<file path="config.mk">
export PLATFORM = sky130hd
export DESIGN_NAME = fx_align_addsub
export DESIGN_NICKNAME = d
export VERILOG_FILES = /design/src/rtl/fx_pkg.sv /design/src/rtl/fx_align.sv /design/src/rtl/fx_addsub.sv /design/src/rtl/fx_align_addsub.sv
export SDC_FILE = /design/constraint.sdc
export NUM_CORES = 1
export LEC_CHECK = 0
export ABC_AREA = 1
export BUFFER_PORTS_ARGS = -buffer_cell sky130_fd_sc_hd__buf_2
export CORE_MARGIN = 1
export CORE_UTILIZATION = 55
export DETAILED_ROUTE_END_ITERATION = 10
export GPL_TIMING_DRIVEN = 0
export PLACE_DENSITY = 0.9
export SYNTH_ARGS = -nofsm -noshare
export SYNTH_HDL_FRONTEND = slang
export SYNTH_SLANG_ARGS = --single-unit
</file>
<file path="constraint.sdc">
create_clock -name vclk -period 4.8
set_input_delay 0.24 -clock vclk [all_inputs]
set_output_delay 0.24 -clock vclk [all_outputs]
set_load 0.01 [all_outputs]
</file>
<file path="src/rtl/fx_pkg.sv">
package fx_pkg;

  typedef enum logic [1:0] {
    FX_ADD = 2'b00,
    FX_SUB = 2'b01,
    FX_NEG = 2'b10,
    FX_RSV = 2'b11
  } fx_op_e;

  // 2^e for small signed e, real result
  function automatic real fx_pow2(input int e);
    real p;
    p = 1.0;
    for (int i = 0; i < 256; i++) begin
      if (i < e) p = p * 2.0;
      if (i < -e) p = p / 2.0;
    end
    return p;
  endfunction

  // symmetric range a signed format can hold
  function automatic real fx_range(input int width, input int exp_v);
    return (fx_pow2(width - 1) - 1.0) * fx_pow2(exp_v);
  endfunction

  // smallest e with 2^e >= rng / (2^(width-1) - 1)
  function automatic int fx_exp(input real rng, input int width);
    real step;
    real p;
    int  e;
    step = rng / (fx_pow2(width - 1) - 1.0);
    p = 1.0;
    e = 0;
    for (int i = 0; i < 256; i++) begin
      if (p < step) begin
        p = p * 2.0;
        e = e + 1;
      end
    end
    for (int i = 0; i < 256; i++) begin
      if (p / 2.0 >= step) begin
        p = p / 2.0;
        e = e - 1;
      end
    end
    return e;
  endfunction

endpackage

</file>
<file path="src/rtl/fx_align.sv">
module fx_align #(
  parameter int IN_W    = 25,
  parameter int IN_EXP  = 0,
  parameter int OUT_EXP = 0,
  parameter int EXT_W   = 26
) (
  input  logic signed [IN_W-1:0]  in_i,
  output logic signed [EXT_W-1:0] out_o
);

  localparam int SH = IN_EXP - OUT_EXP;

  if (SH >= 0) begin : g_left
    logic signed [EXT_W-1:0] ext;
    assign ext   = EXT_W'(in_i);
    assign out_o = ext <<< SH;
  end else begin : g_right
    localparam int RS = -SH;
    // arithmetic shift: dropped bits floor toward -inf
    logic signed [IN_W-1:0] shr;
    assign shr   = in_i >>> RS;
    assign out_o = EXT_W'(shr);
  end

endmodule

</file>
<file path="src/rtl/fx_addsub.sv">
module fx_addsub
  import fx_pkg::*;
#(
  parameter int OUT_W = 25,
  parameter int EXT_W = 26
) (
  input  logic signed [EXT_W-1:0] x_i,
  input  logic signed [EXT_W-1:0] y_i,
  input  logic        [1:0]       mode_i,
  output logic signed [OUT_W-1:0] sum_o
);

  fx_op_e                  op;
  logic signed [EXT_W-1:0] r;

  assign op = fx_op_e'(mode_i);

  always_comb begin
    unique case (op)
      FX_SUB:  r = x_i - y_i;
      FX_NEG:  r = -x_i;
      default: r = x_i + y_i;
    endcase
  end

  // guard bit dropped: overflow wraps
  assign sum_o = OUT_W'(r);

endmodule

</file>
<file path="src/rtl/fx_align_addsub.sv">
module fx_align_addsub
  import fx_pkg::*;
#(
  parameter int  A_WIDTH   = 25,
  parameter int  A_EXP     = -20,
  parameter int  B_WIDTH   = 25,
  parameter int  B_EXP     = -20,
  parameter int  OUT_WIDTH = 25,
  parameter real OUT_RANGE = 0.0
) (
  input  logic signed [A_WIDTH-1:0]   a_i,
  input  logic signed [B_WIDTH-1:0]   b_i,
  input  logic        [1:0]           mode_i,
  output logic signed [OUT_WIDTH-1:0] sum_o
);

  localparam real A_RANGE = fx_range(A_WIDTH, A_EXP);
  localparam real B_RANGE = fx_range(B_WIDTH, B_EXP);
  localparam real OUT_RNG = (OUT_RANGE > 0.0) ? OUT_RANGE : A_RANGE + B_RANGE;
  localparam int  OUT_EXP = fx_exp(OUT_RNG, OUT_WIDTH);
  localparam int  EXT_W   = OUT_WIDTH + 1;

  logic signed [EXT_W-1:0] a_al;
  logic signed [EXT_W-1:0] b_al;

  fx_align #(
    .IN_W   (A_WIDTH),
    .IN_EXP (A_EXP),
    .OUT_EXP(OUT_EXP),
    .EXT_W  (EXT_W)
  ) i_align_a (
    .in_i (a_i),
    .out_o(a_al)
  );

  fx_align #(
    .IN_W   (B_WIDTH),
    .IN_EXP (B_EXP),
    .OUT_EXP(OUT_EXP),
    .EXT_W  (EXT_W)
  ) i_align_b (
    .in_i (b_i),
    .out_o(b_al)
  );

  fx_addsub #(
    .OUT_W(OUT_WIDTH),
    .EXT_W(EXT_W)
  ) i_addsub (
    .x_i   (a_al),
    .y_i   (b_al),
    .mode_i(mode_i),
    .sum_o (sum_o)
  );

endmodule

</file>
== Word-level counts from Yosys, hierarchy flattened ==
Cells that the tools add are included.

* Flip-flop bits (word level): 0
* Word-level logic and storage cells: 6
* Output and inout bits: 25

* Eq/ne operators: 2
* Multiplexer cells: 1
* Add/subtract/negate cells: 3

{| class="wikitable"
|+ Operators by type and width
! kind !! number
|-
| $pmux 25 s2 || 1
|-
| $add 24x24->25 || 1
|-
| $neg 24->25 || 1
|-
| $sub 24x24->25 || 1
|-
| $eq 2x1->1 const B || 1
|-
| $eq 2x2->1 const B || 1
|}

== Depth between registers and ports, before layout ==
* Depth after elaboration: 2
* Mapped depth: 22
* Mapped depth without buffers: 22

== Cells and area by module ==
From an unflattened synthesis, not the netlist that was laid out.

* Cells, all modules: 707
* Area total of the unflattened synthesis: 3,603.5 um^2

{| class="wikitable"
|+ Modules (own cells, without submodules)
! module !! sequential area each (um^2) !! cells an instance !! instances !! area each (um^2)
|-
| fx_addsub || 0.0 || 655 || 1 || 3,213.1
|-
| fx_align || 0.0 || 26 || 2 || 195.2
|}

== Least setup slack after synthesis ==
OpenSTA, ideal clock, no wires.

* Path kind: input to output
* From: in b_i[1]
* To: out sum_o[18]
* Required time: 4.560 ns
* Buffers on the path: 0
* Slack: 2.260 ns
* Data arrival time: 2.300 ns
* Cell stages on the path: 17
* Cells stage by stage: inv_1 -> ha_1 -> or2_2 -> o21ai_0 -> inv_1 -> fa_1 -> inv_1 -> nand2_1 -> a21oi_4 -> nand2_1 -> nand2_1 -> nand2_1 -> nand2_1 -> nand2_1 -> nand3b_1 -> nand3_1 -> nand2_1

* Cells in the longest elaborated chain, start to end: 2
* Elaborated cells on any way between the ends: 3

{| class="wikitable"
|+ Ends and longest elaborated chain
! item !! RTL line !! text
|-
| start, declared || fx_align_addsub.sv:12 || <nowiki>input logic signed [B_WIDTH-1:0] b_i,</nowiki>
|-
| $add 24x24->25 / $sub 24x24->25 (equally long branches) || fx_addsub.sv:22, fx_addsub.sv:20 ||
|-
| $pmux 25 s2 (*) || fx_addsub.sv:19 || <nowiki>unique case (op)</nowiki>
|-
| end, declared || fx_align_addsub.sv:14 || <nowiki>output logic signed [OUT_WIDTH-1:0] sum_o</nowiki>
|}

Every way passes the cells marked *; elsewhere a longest branch is shown, timed or not.

== Worst setup path in the final report ==
* From: in mode_i[1]
* To: out sum_o[11]

* Cells in the longest elaborated chain, start to end: 2
* Elaborated cells on any way between the ends: 3

{| class="wikitable"
|+ Ends and longest elaborated chain
! item !! RTL line !! text
|-
| start, declared || fx_align_addsub.sv:13 || <nowiki>input logic [1:0] mode_i,</nowiki>
|-
| $eq 2x2->1 / $eq 2x1->1 (equally long branches) || fx_addsub.sv:19 ||
|-
| $pmux 25 s2 (*) || fx_addsub.sv:19 ||
|}

Marks and branches as above.

==> results.rst <==
.. list-table::
   :header-rows: 1

   * - Metric
     - Value
   * - Worst Tran Pin Value
     - 0.672 ns
   * - Initial antenna violation count
     - 0
   * - Total I/O pin count
     - 77
   * - Hold crit path type
     - primary input to output pin
   * - Antenna cell count
     - 0
   * - Multi-input logic area
     - 2630 µm²
   * - Die ar.
     - 5710 µm²
   * - HPWL Detailed
     - 8850 µm
   * - Relative area change from synthesis to final layout
     - 15.6%
   * - Tightest slew margin relative to the limit
     - 55.2%
   * - Final Hold Vio Count
     - 0
   * - Result of the run
     - complete, no violations
   * - Worst-case setup slack after placement
     - 1.60 ns
   * - Setup Viol. Count Final
     - 0
   * - Global-route wire length before repair
     - 15900 µm
   * - Sequential standard cell area
     - 0 µm²
   * - Mean routed wirelength per cell
     - 14.1 µm
   * - First DRT Iteration DRCs
     - 413
   * - Core area
     - 5170 µm²
   * - Post-layout min period
     - 3.31 ns
   * - # port buffers
     - 75
   * - Data arrival time of the critical path
     - 3.07 ns
   * - Pin count of the biggest net entering global routing
     - 11
   * - Gate count of the mapped netlist
     - 587
   * - Crit end category
     - output pin
   * - Power density over the cells
     - 145 nW/µm²
   * - Post-CTS Setup Repair Bufs
     - 0
   * - Cell area after synthesis
     - 2980 µm²
   * - Gates resized, CTS repair
     - 0
   * - Top library cells by usage in the layout, fill and taps aside
     - sky130_fd_sc_hd__nand2_1 (165), sky130_fd_sc_hd__nor2_1 (88), sky130_fd_sc_hd__inv_1 (77), sky130_fd_sc_hd__buf_2 (77), sky130_fd_sc_hd__nand3_1 (45)
   * - Count of pins over their slew limit
     - 0
   * - Total via count in the routed design
     - 4131
   * - Post-detailed-route via-to-cell ratio
     - 5.64
   * - Type of the setup path with the least slack
     - primary input to output pin
   * - Synthesized area divided by synthesized cell count
     - 5.07 µm²
   * - Kind of start point of the critical path
     - primary input
   * - Cell leakage power
     - 0.00185 µW
   * - Commonest non-fill, non-tap cell in the layout
     - sky130_fd_sc_hd__nand2_1
   * - Last weighted congestion value of the routability-driven placer
     - 0.977
   * - Sequential share of the synthesized area
     - 0%
   * - Vert. Die Dim
     - 75.6 µm
   * - Maximum resistive drop on vdd
     - 0.0847 mV
   * - Total GRT Usage
     - 36.3%
   * - Sequential cell count
     - 0
   * - Fraction of final layout cells with drive strength greater than 1
     - 15.9%
   * - Nets in the synthesized netlist
     - 666
   * - DRC violation count after routing
     - 0
   * - Die outline width
     - 75.6 µm
   * - Final sum of negative setup slack
     - 0 ns
   * - Crit path max fanout
     - 10
   * - Warnings from Yosys
     - 0
   * - Number of cell rows
     - 26
   * - DRT Pass-1 Iters
     - 5
   * - Total of fill cells in the finished design
     - 533
   * - Number of max-cap violations
     - 0
   * - Detail Route Antenna Nets
     - 0
   * - Unrepaired setup endpoints after global routing
     - no
   * - Number of hold buffers added after cts
     - 0
   * - Final worst path period share
     - 68.9%
   * - Routed Wire Length
     - 10300 µm
   * - Clock tree buffer count of the final layout
     - 0
   * - Count of different cell masters after synthesis
     - 38
   * - Initial cell density of the core
     - 57.5%
   * - Critical path data required time
     - 4.56 ns
   * - Number of nets in the finished design
     - 743
   * - Highest achievable clock rate
     - 302 MHz
   * - Vias in the first global route
     - 3443
   * - Leftover overflow at the end of global routing
     - 0
   * - Worst setup slack after layout
     - 1.49 ns
==> cells in the mapped netlist (3+ instances only) <==
cell type,number,area share [%]
sky130_fd_sc_hd__a21oi_1,34,5.7
sky130_fd_sc_hd__and2_1,3,0.63
sky130_fd_sc_hd__clkbuf_1,3,0.38
sky130_fd_sc_hd__ha_1,26,11
sky130_fd_sc_hd__inv_1,77,9.7
sky130_fd_sc_hd__inv_2,6,0.76
sky130_fd_sc_hd__nand2_1,165,21
sky130_fd_sc_hd__nand2_2,4,0.84
sky130_fd_sc_hd__nand3_1,45,7.6
sky130_fd_sc_hd__nand3b_1,3,0.76
sky130_fd_sc_hd__nand4_1,7,1.5
sky130_fd_sc_hd__nor2_1,88,11
sky130_fd_sc_hd__nor2_2,8,1.7
sky130_fd_sc_hd__nor2_4,3,1.1
sky130_fd_sc_hd__nor3_1,10,1.7
sky130_fd_sc_hd__o21ai_0,28,4.7
sky130_fd_sc_hd__o21ai_1,13,2.2
sky130_fd_sc_hd__o21bai_1,3,0.76
sky130_fd_sc_hd__o22ai_1,4,0.84
sky130_fd_sc_hd__xnor2_1,10,2.9
sky130_fd_sc_hd__xor2_1,24,7.1
==> worst max-delay path, stage by stage <==
cell	delay, ns
sky130_fd_sc_hd__buf_2	0.12
sky130_fd_sc_hd__nor2_4	0.23
sky130_fd_sc_hd__clkbuf_1	0.39
sky130_fd_sc_hd__nor2_1	0.11
sky130_fd_sc_hd__xor2_1	0.17
sky130_fd_sc_hd__ha_1	0.33
sky130_fd_sc_hd__a21oi_1	0.32
sky130_fd_sc_hd__nand2_1	0.21
sky130_fd_sc_hd__nand2_1	0.10
sky130_fd_sc_hd__nand2_1	0.15
sky130_fd_sc_hd__nand2_1	0.09
sky130_fd_sc_hd__nand2_1	0.11
sky130_fd_sc_hd__nand2_1	0.08
sky130_fd_sc_hd__nand2_1	0.05
sky130_fd_sc_hd__o22ai_1	0.19
sky130_fd_sc_hd__buf_2	0.18
==> worst paths after layout <==
path | start | to | slack (ns) | cells after the start
worst max-delay path | mode_i[1] | sum_o[11] | 1.49 | 16
worst min-delay path | a_i[1] | sum_o[0] | 0.80 | 4
==> routing by layer <==
layer / global-route usage, % / wire length [µm] / vias to the layer above
met3: 3.04 / 914 / 16
li1: - / - / 2046
met4: 4.12 / 133 / 0
met5: 0 / 0 / -
met2: 63.6 / 4830 / 223
met1: 49.8 / 4410 / 1846
==> area by class of cell <==
class | count | area share, %
plain buffers | 6 | 0.728
multi-input cells | 496 | 76.5
inverters | 85 | 9.28
repair buffers | 75 | 10.9
well taps | 70 | 2.55
==> metrics by stage <==
| step | instance area (µm²) | hold slack [ns] | utilization (%) | total power (µW) | instances |
|---|---|---|---|---|---|
| floorplan | 2980 | 0.622 | - | 324 | 587 |
| global placement | 3440 | 0.783 | 66.5 | 477 | 732 |
| detailed placement | 3440 | 0.801 | 66.5 | 484 | 732 |
| CTS | 3440 | 0.803 | 66.5 | 486 | 732 |
| global route | 3440 | 0.869 | 66.5 | 554 | 732 |
| finish | 3440 | 0.802 | 66.5 | 500 | 732 |
==> report_power, final <==
part	total, µW	switching, µW	internal (µW)
combinational	500	322	178
clock	0	0	0
sequential	0	0	0
total	500	322	178
==> cells by family (layout without fill, tap and decap cells) <==
family	after synthesis	count (layout)	synth area share, %
AOI/OAI and AO/OA	91	91	16.8
xor gates and xnor gates	34	34	10.0
adders and majority gates	27	27	11.6
buffers and inverters	91	166	11.6
and+or+nand+nor	344	344	50.1
Note: power is estimated with default switching activity, not from simulation.
